`src/rtl/rcs_pkg.sv`:
```
package rcs_pkg;

    typedef enum logic [2:0] {
        ST_IDLE,
        ST_LEAD,
        ST_BURST,
        ST_LAG,
        ST_SILENT
    } rcs_state_e;

    // ring-select is low in these phases
    function automatic logic ring_active(rcs_state_e s);
        return (s == ST_BURST) || (s == ST_LAG);
    endfunction

    // square wave may be present in these phases
    function automatic logic wave_window(rcs_state_e s);
        return (s == ST_LEAD) || (s == ST_BURST);
    endfunction

endpackage

```
`src/rtl/rcs_wave_gen.sv`:
```
module rcs_wave_gen #(
    parameter int HALF_TICKS = 25
) (
    input  logic clk,
    input  logic rst_n,
    input  logic tick,
    input  logic run,
    input  logic restart,
    output logic level,
    output logic cyc_done
);
    localparam int FULL = 2 * HALF_TICKS;
    localparam int PW   = (FULL > 1) ? $clog2(FULL) : 1;

    logic [PW-1:0] ph_d, ph_q;

    always_comb begin
        ph_d = ph_q;
        if (!run || restart) begin
            ph_d = '0;
        end else if (tick) begin
            ph_d = (ph_q == PW'(FULL - 1)) ? '0 : ph_q + PW'(1);
        end
    end

    always_ff @(posedge clk or negedge rst_n) begin
        if (!rst_n) ph_q <= '0;
        else        ph_q <= ph_d;
    end

    assign level    = (ph_q < PW'(HALF_TICKS));
    assign cyc_done = run && !restart && tick && (ph_q == PW'(FULL - 1));

endmodule

```
`src/rtl/rcs_fsm.sv`:
```
module rcs_fsm
    import rcs_pkg::*;
#(
    parameter int CYC_W = 8
) (
    input  logic             clk,
    input  logic             rst_n,
    input  logic             cyc_done,
    input  logic             start,
    input  logic             stop,
    input  logic             ring_trip,
    input  logic             rev_mode,
    input  logic             lead_one,
    input  logic             scan_exit,
    input  logic [CYC_W-1:0] on_cycles,
    input  logic [CYC_W-1:0] off_cycles,
    output rcs_state_e       state,
    output logic             restart,
    output logic             pol_fwd,
    output logic             scan_sel,
    output logic             xfer_strobe
);
    typedef struct packed {
        rcs_state_e       st;
        logic [CYC_W-1:0] cyc;
        logic             pol;
        logic             scan;
        logic             strobe;
        logic             end_req;
        logic             tripped;
    } fsm_t;

    fsm_t s_d, s_q;

    logic [CYC_W-1:0] lead_lim, on_lim, off_lim;
    logic             cyc_last;

    always_comb begin
        lead_lim = lead_one ? CYC_W'(1) : CYC_W'(2);
        on_lim   = (on_cycles  == '0) ? CYC_W'(1) : on_cycles;
        off_lim  = (off_cycles == '0) ? CYC_W'(1) : off_cycles;
    end

    always_comb begin
        logic [CYC_W-1:0] lim;
        logic             end_now, trip_now;
        s_d        = s_q;
        s_d.strobe = 1'b0;
        restart    = 1'b0;
        end_now    = 1'b0;
        trip_now   = 1'b0;
        unique case (s_q.st)
            ST_LEAD:   lim = lead_lim;
            ST_BURST:  lim = on_lim;
            ST_SILENT: lim = off_lim;
            default:   lim = CYC_W'(1);
        endcase
        cyc_last = (s_q.cyc == lim - CYC_W'(1));

        unique case (s_q.st)
            ST_IDLE: begin
                s_d.pol = ~rev_mode;
                if (start) begin
                    s_d.st      = ST_LEAD;
                    s_d.cyc     = '0;
                    s_d.scan    = 1'b0;
                    s_d.end_req = 1'b0;
                    s_d.tripped = 1'b0;
                end
            end
            ST_LEAD: begin
                if (ring_trip) begin
                    s_d.st   = ST_IDLE;
                    s_d.scan = 1'b0;
                end else if (stop) begin
                    s_d.st   = ST_IDLE;
                    s_d.scan = scan_exit;
                end else if (cyc_done) begin
                    s_d.cyc = cyc_last ? '0 : s_q.cyc + CYC_W'(1);
                    if (cyc_last) s_d.st = ST_BURST;
                end
            end
            ST_BURST: begin
                if (ring_trip || stop) begin
                    // cut the wave mid-cycle and hold ring for a fresh cycle
                    s_d.st      = ST_LAG;
                    s_d.cyc     = '0;
                    s_d.end_req = 1'b1;
                    s_d.tripped = ring_trip;
                    restart     = 1'b1;
                end else if (cyc_done) begin
                    s_d.cyc = cyc_last ? '0 : s_q.cyc + CYC_W'(1);
                    if (cyc_last) s_d.st = ST_LAG;
                end
            end
            ST_LAG: begin
                end_now  = s_q.end_req || stop || ring_trip;
                trip_now = s_q.tripped || ring_trip;
                s_d.end_req = end_now;
                s_d.tripped = trip_now;
                if (cyc_done) begin
                    s_d.st   = end_now ? ST_IDLE : ST_SILENT;
                    s_d.cyc  = '0;
                    s_d.scan = trip_now ? 1'b0 : scan_exit;
                end
            end
            ST_SILENT: begin
                if (stop) begin
                    s_d.st   = ST_IDLE;
                    s_d.scan = scan_exit;
                end else if (cyc_done) begin
                    s_d.cyc = cyc_last ? '0 : s_q.cyc + CYC_W'(1);
                    if (cyc_last) begin
                        s_d.st   = ST_LEAD;
                        s_d.scan = 1'b0;
                    end
                end
            end
            default: s_d.st = ST_IDLE;
        endcase

        s_d.strobe = (ring_active(s_d.st) != ring_active(s_q.st)) ||
                     (s_d.pol != s_q.pol);
    end

    always_ff @(posedge clk or negedge rst_n) begin
        if (!rst_n) begin
            s_q <= '{st: ST_IDLE, cyc: '0, pol: 1'b1, scan: 1'b0,
                     strobe: 1'b0, end_req: 1'b0, tripped: 1'b0};
        end else begin
            s_q <= s_d;
        end
    end

    assign state       = s_q.st;
    assign pol_fwd     = s_q.pol;
    assign scan_sel    = s_q.scan;
    assign xfer_strobe = s_q.strobe;

endmodule

```
`src/rtl/ring_cadence_seq.sv`:
```
module ring_cadence_seq
    import rcs_pkg::*;
#(
    parameter int HALF_TICKS = 25,
    parameter int CYC_W      = 8
) (
    input  logic             clk,
    input  logic             rst_n,
    input  logic             tick,
    input  logic             start,
    input  logic             stop,
    input  logic             ring_trip,
    input  logic             rev_mode,
    input  logic             lead_one,
    input  logic             scan_exit,
    input  logic [CYC_W-1:0] on_cycles,
    input  logic [CYC_W-1:0] off_cycles,
    output logic             ring_n,
    output logic             sq_drive,
    output logic             pol_fwd,
    output logic             scan_sel,
    output logic             xfer_strobe
);
    rcs_state_e state;
    logic       restart, level, cyc_done, run;

    assign run = (state != ST_IDLE);

    rcs_wave_gen #(.HALF_TICKS(HALF_TICKS)) u_wave (
        .clk      (clk),
        .rst_n    (rst_n),
        .tick     (tick),
        .run      (run),
        .restart  (restart),
        .level    (level),
        .cyc_done (cyc_done)
    );

    rcs_fsm #(.CYC_W(CYC_W)) u_fsm (
        .clk         (clk),
        .rst_n       (rst_n),
        .cyc_done    (cyc_done),
        .start       (start),
        .stop        (stop),
        .ring_trip   (ring_trip),
        .rev_mode    (rev_mode),
        .lead_one    (lead_one),
        .scan_exit   (scan_exit),
        .on_cycles   (on_cycles),
        .off_cycles  (off_cycles),
        .state       (state),
        .restart     (restart),
        .pol_fwd     (pol_fwd),
        .scan_sel    (scan_sel),
        .xfer_strobe (xfer_strobe)
    );

    assign ring_n   = ~ring_active(state);
    assign sq_drive = wave_window(state) && level;

endmodule

```
`config.mk`:
```
export PLATFORM = sky130hd
export DESIGN_NAME = ring_cadence_seq
export DESIGN_NICKNAME = d
export VERILOG_FILES = /design/src/rtl/rcs_pkg.sv /design/src/rtl/rcs_wave_gen.sv /design/src/rtl/rcs_fsm.sv /design/src/rtl/ring_cadence_seq.sv
export SDC_FILE = /design/constraint.sdc
export NUM_CORES = 1
export LEC_CHECK = 0
export CAP_MARGIN = 15
export CORE_MARGIN = 3
export CORE_UTILIZATION = 35
export CTS_CLUSTER_SIZE = 12
export DETAILED_ROUTE_END_ITERATION = 8
export GPL_TIMING_DRIVEN = 0
export HOLD_SLACK_MARGIN = 0.02
export RECOVER_POWER = 100
export REMOVE_ABC_BUFFERS = 1
export SLEW_MARGIN = 20
export SYNTH_ARGS = -nofsm -noshare
export SYNTH_HDL_FRONTEND = slang
export SYNTH_SLANG_ARGS = --single-unit
```
`constraint.sdc`:
```
create_clock -name clk -period 8.2 [get_ports clk]
set_input_delay 2.46 -clock clk [delete_from_list [all_inputs] [get_ports clk]]
set_output_delay 2.46 -clock clk [all_outputs]
set_load 0.03 [all_outputs]
```
* Word-level counts from Yosys, hierarchy flattened
Index checks and enable logic that the tools add are counted. W data, S select, Z words.
Cells by class: equality and inequality tests 22, $add $sub $neg 3, $mul 0, reductions and logical operators 26, muxes and demuxes 41, shifts and indexed selects 0, bitwise gates (word level) 2, $lt $le $gt $ge 1, div/mod/pow operators 0
Operator list (number):
- $mux W11 | 6
- $mux W8 | 6
- $pmux W8 S5 | 1
- $pmux W8 S3 | 1
- $mux W3 | 7
- $mux W6 | 3
- $logic_not A8 Y1 | 2
- $pmux W3 S5 | 1
- $ne A2 B2 Y1 const B | 7
- $eq A3 B2 Y1 const B | 4
- $mux W1 | 11
- $logic_or A1 B1 Y1 | 9
- $reduce_and A9 Y1 | 1
- $add A8 B1 Y8 const B | 1
- $eq A8 B8 Y1 | 1
- $sub A8 B1 Y8 const B | 1
- $add A6 B1 Y6 const B | 1
- $eq A6 B6 Y1 const B | 1
- $lt A6 B5 Y1 const B | 1
- $mux W2 | 3
- $ne A3 B2 Y1 const B | 2
- $ne A3 B3 Y1 const B | 2
- $pmux W2 S3 | 1
- $reduce_and A6 Y1 | 1
- 14 further kinds | 21
Word-level totals: bits of input ports 25, flip-flop bits (word level) 22, RAM bits 0, logic and storage cells 103, output and inout bits 5, memories 0, latch bits 0, bits in read-only memories 0

* Longest topological paths before layout
depth after elaboration 15, mapped depth 13

* By module
Synthesis repeated with hierarchy kept, for this count alone.
Unflattened totals: cells, all modules 253, area, all modules 2079.5 um^2
By module, submodules not included:
- rcs_fsm | instances 1, seq. area each 401.6 um^2, cells each 204, area an instance 1624.1 um^2
- rcs_wave_gen | instances 1, seq. area each 150.1 um^2, cells each 45, area an instance 420.4 um^2
- ring_cadence_seq | instances 1, seq. area each 0.0 um^2, cells each 4, area an instance 35.0 um^2

* Least setup slack after synthesis
OpenSTA, ideal clock, no wires.
path kind input -> register, start input port lead_one, end register u_fsm.s_q (netlist bit u_fsm.scan_sel), data required time 8.072 ns, slack 2.983 ns, path buffers 0, data arrival time 5.090 ns, cell stages on the path 11, setup time 0.128 ns, cells stage by stage o31a_1 a31oi_1 o21ai_0 nor2_1 ha_1 nand3_1 or3_1 a221o_1 or4_1 a21oi_1 mux2_1
Between the ends: word-level cells in the longest chain between the ends 6
RTL lines:
- from (decl) | line ring_cadence_seq.sv:14 | input logic lead_one,
- $mux W2 | line rcs_fsm.sv:39 | lead_lim = lead_one ? CYC_W'(1) : CYC_W'(2);
- $pmux W8 S3 | line rcs_fsm.sv:52 | unique case (s_q.st)
- $sub A8 B1 Y8 | line rcs_fsm.sv:58 | cyc_last = (s_q.cyc == lim - CYC_W'(1));
- $eq A8 B8 Y1 | line rcs_fsm.sv:58
- $ne A3 B2 Y1 (no source line)
- $reduce_and A6 Y1 (no source line)
- to (signal assigned) | line rcs_fsm.sv:128 | s_q <= '{st: ST_IDLE, cyc: '0, pol: 1'b1, scan: 1'b0,
- to (decl) | line rcs_fsm.sv:33 | fsm_t s_d, s_q;
No other way between the ends. A chain may end at the register's enable or synchronous reset.

* Worst setup path after layout
start input port lead_one, end register u_fsm.s_q[5] (netlist name)
Between the ends: word-level cells in the longest chain between the ends 9, elaborated cells on any way between the ends 13, those cells by class 1 x add/sub; 1 x eq/ne; 11 x mux
RTL lines:
- $mux W2 * | line rcs_fsm.sv:39
- $pmux W8 S3 * | line rcs_fsm.sv:52
- $sub A8 B1 Y8 * | line rcs_fsm.sv:58
- $eq A8 B8 Y1 * | line rcs_fsm.sv:58
- $mux W8 * | line rcs_fsm.sv:79, rcs_fsm.sv:92, rcs_fsm.sv:112
- $mux W11 | line rcs_fsm.sv:78 | end else if (cyc_done) begin
- $mux W8 | line rcs_fsm.sv:75 | end else if (stop) begin
- $mux W8 | line rcs_fsm.sv:72 | if (ring_trip) begin
- $pmux W8 S5 * | line rcs_fsm.sv:60 | unique case (s_q.st)
Every way passes the cells marked *; elsewhere a longest branch is shown, timed or not. The select of a mux whose other input is x is not followed.

==> metrics.md <==
| Metric | Value |
|---|---|
| Nets | 295 |
| Syn avg cell area | about 7.9 µm² |
| Most used flip-flop cell after synthesis | dfrtp_1 |
| CP arrival | 6.04 ns |
| 1st-pass router iterations | 4 |
| RSZ-0062 raised after global routing | no |
| Mapped Area | about 0.0019 mm² |
| Critical path fanouts, max | 7 |
| Main combinational cell family by area after synthesis | simple AND/OR/NAND/NOR gates |
| Initial antenna violation count | 0 |
| Run status | finished clean |
| Synth Area in Compound Gates | roughly 28% |
| Seq/Total Area, Yosys | between 20% and 30% |
| Vias in the first global route | 1795 |
| Fin Setup TNS | 0 ns |
| Max Slew Vio Count | 0 |
| CTS H-Tree Depth | 1 |
| Largest net degree at the start of global routing | 32 |
| Max-slew headroom | between 10% and 20% |
| Resize count post-CTS | 0 |
| Synth Instances | 241 |
| Ant. Diodes | 0 |
| Clk sinks | 22 |
| Synthesis-stage register bit count | 22 |
| Post-layout minimum cycle time | 5.890 ns |
| Flop-to-flop setup slack | between 3 and 4 ns |
| Actual slew at the worst max-slew pin | between 1 and 1.5 ns |
| Fmax | ~170 MHz |
| Max clock buf depth | 2 |
| Row count | 26 |
| DIE HEIGHT | ~80 µm |
| # Post-CTS Setup Buffers | 0 |
| Die ar. | approximately 0.0064 mm² |
| CTS Hold Bufs | 0 |
| All-Layer GR Usage | 16.59% |
| Setup crit end kind | flip-flop |
| Num CTS Buffers | 3 |
| Worst Hold Path Cells | 1 |
| Io pins | 30 |
| First-pass GRT wire length | 8514 µm |
| Setup crit start kind | input pin |
| Worst r2r src | u_fsm.state[1]$_DFF_PN0_ |
| Netlist cell types | slightly below 60 |
| Max Cap Violations | 0 |
| WHS Endpoint | u_fsm.state[2]$_DFF_PN0_ |
| WL per Instance | between 10 and 15 µm |
| Post-synthesis mux area share | around 1.7% |
| CTS tree | built |
| Grt ovf | 0 |
| Number of synthesized flops with an enable pin | 0 |
| DRT iter0 DRCs | 103 |
| Core area | approximately 0.0052 mm² |
| Post-route ant nets | 0 |
| Clock Pin Slew Worst Setup and Hold Paths | 0.08 ns |
| Routed wire length | slightly below 5000 µm |
| HP Class | flip-flop to flip-flop |
| DP Worst Slack | between 2 and 2.5 ns |
| Share of flip-flops with an asynchronous set or reset | 100.0% |
| Setup-failing EPs final | 0 |
| Die W | 79.81 µm |
| DRC violations left | 0 |
| Simple-Gate Fraction of Synth Area | 29.79% |
| HPWL after DPL | roughly 3700 µm |
| R2R Path End | u_fsm.s_q[5]$_DFFE_PN0P_ |
| CTS root buf | clkbuf_8 |
| Skew final | around 0.0065 ns |
| Port buffer count | 29 |
| Area Growth Syn to Fin | 19.42% |
| Filler cell count in the final layout | between 500 and 600 |
| R2R depth | 12 |
| Warnings, synthesis | 0 |
| Kind of critical path | input pin to flip-flop |
| Fin crit share | a little under three quarters |
| Worst vdd ir | 47.12 µV |
| Min-delay src | u_fsm.s_q[1]$_DFFE_PN0P_ |
| Placer Congestion | about 0.87 |
| XOR/XNOR Fraction of Synth Area | 3.215% |
| DR vias | approximately 1.9k |
| Static leakage | between 0.8 and 0.9 nW |
| Synth Area in Adders | between 3 and 4% |
| Final worst slack | 2.310 ns |
| Final hold vios | 0 |
| Clock latency on the worst-skew pair | 0.27 ns |
| PwrDens | about 120 mW/mm² |
| Initial core utilization | 36.87% |
| Routed vias/inst | 5.584 |
| Required @ worst endpoint | about 8.4 ns |
| Layout cells sized above 1 | roughly 4.2% |
cells by family (layout without fill, tap and decap cells):
| group | after synthesis | after routing |
|---|---|---|
| adders and majority gates | 5 | 5 |
| xor gates and xnor gates | 7 | 7 |
| muxes | 3 | 3 |
| DFF | 22 | 22 |
| AOI/OAI and AO/OA | 75 | 75 |
| and+or+nand+nor | 105 | 105 |
| buffers and inverters | 24 | 47 |
flip-flops by register name, summed over array words and instances, names as in the netlist:
name               flops
u_fsm.xfer_strobe      1
u_fsm.state            3
u_fsm.scan_sel         1
u_fsm.s_q             10
u_fsm.pol_fwd          1
u_wave.ph_q            6
final cells by class:
cell class	instances	area, µm²	share of cell area (%)
Inverter	14	52.55	2.308
Sequential cell	22	551.8	24.23
Clock buffer	4	55.05	2.418
Multi-Input combinational cell	195	1246	54.73
Timing Repair Buffer	29	284.0	12.47
Tap cell	70	87.58	3.846
how the worst max path moves through the flow:
stage,startpoint,to,slack [ns],cells past startpoint
6_report,lead_one,u_fsm.s_q[5]$_DFFE_PN0P_,2.31,12
5_1_grt,lead_one,u_fsm.s_q[5]$_DFFE_PN0P_,2.05,12
4_1_cts,lead_one,u_fsm.scan_sel$_DFFE_PN0P_,2.50,12
3_5_place_dp,lead_one,u_fsm.scan_sel$_DFFE_PN0P_,2.20,12
3_3_place_gp,lead_one,u_fsm.scan_sel$_DFFE_PN0P_,2.19,12
2_1_floorplan,lead_one,u_fsm.scan_sel$_DFFE_PN0P_,2.98,11
layer usage:
layer / GRT usage (%) / part of all wire [%] / vias up / wire (µm)
li1: - / - / 955 / -
met1: 22.74 / 49 / 857 / 2398
met2: 27.38 / 45 / 48 / 2221
met3: 2.032 / 5.3 / 5 / 259
met4: 4.561 / 1.1 / 0 / 53
met5: 0 / 0 / - / 0
critical path: stages:
cell,delay (ns)
dlygate4sd3_1,0.57
o31a_1,0.24
a31oi_1,0.18
o21ai_0,0.22
nor2_1,0.15
ha_1,0.21
nand3_1,0.11
or3_1,0.37
a221o_1,0.38
o31ai_1,0.72
nor2_1,0.14
mux2_2,0.30
synthesized netlist by cell type (3+ instances only):
library cell | number | area [µm²]
a21oi_1 | 15 | 75.07
a22o_1 | 3 | 26.28
a32oi_1 | 5 | 43.79
and3_1 | 3 | 18.77
buf_1 | 3 | 11.26
clkbuf_1 | 3 | 11.26
dfrtp_1 | 21 | 525.5
ha_1 | 5 | 62.56
inv_1 | 14 | 52.55
nand2_1 | 25 | 93.84
nand3_1 | 10 | 50.05
nand3b_1 | 3 | 22.52
nor2_1 | 21 | 78.83
nor2b_1 | 9 | 56.30
nor3_1 | 6 | 30.03
nor4_1 | 6 | 37.54
o211ai_1 | 3 | 22.52
o21ai_0 | 22 | 110.1
o31a_1 | 3 | 26.28
o31ai_1 | 4 | 30.03
or3_1 | 4 | 25.02
or4_1 | 5 | 37.54
xnor2_1 | 5 | 43.79
cells in the final DEF (no fill, tap or decap), drive strengths merged, types with 6 or more instances in the layout:
cell type | netlist | routed
nor3 | 6 | 6
inv | 14 | 14
dfrtp | 21 | 21
clkdlybuf4s50 | 0 | 20
dlygate4sd3 | 0 | 8
a21oi | 15 | 15
nand2 | 25 | 25
nand3 | 10 | 10
o21ai | 22 | 22
nor4 | 6 | 6
nor2 | 21 | 21
nor2b | 9 | 9
stage by stage:
step	total power [mW]	std cells	util, %	area [µm²]	hold slack, ns
floorplan	0.1567	231	-	1856	0.4567
global route	0.2798	334	44.03	2277	0.5373
CTS	0.2705	334	44.15	2283	0.4942
detailed placement	0.1873	330	43.08	2228	0.4725
global placement	0.1875	330	43.18	2233	0.4704
finish	0.2625	334	44.03	2277	0.4955
report_power, final:
part / internal, mW / leakage [nW] / switching [mW]
logic: 0.0291 / 0.519 / 0.0360
clock network: 0.0429 / 0.0288 / 0.0363
registers: 0.112 / 0.300 / 0.00600
total: 0.184 / 0.848 / 0.0783
No activity file was read; power rests on OpenSTA's default activity.
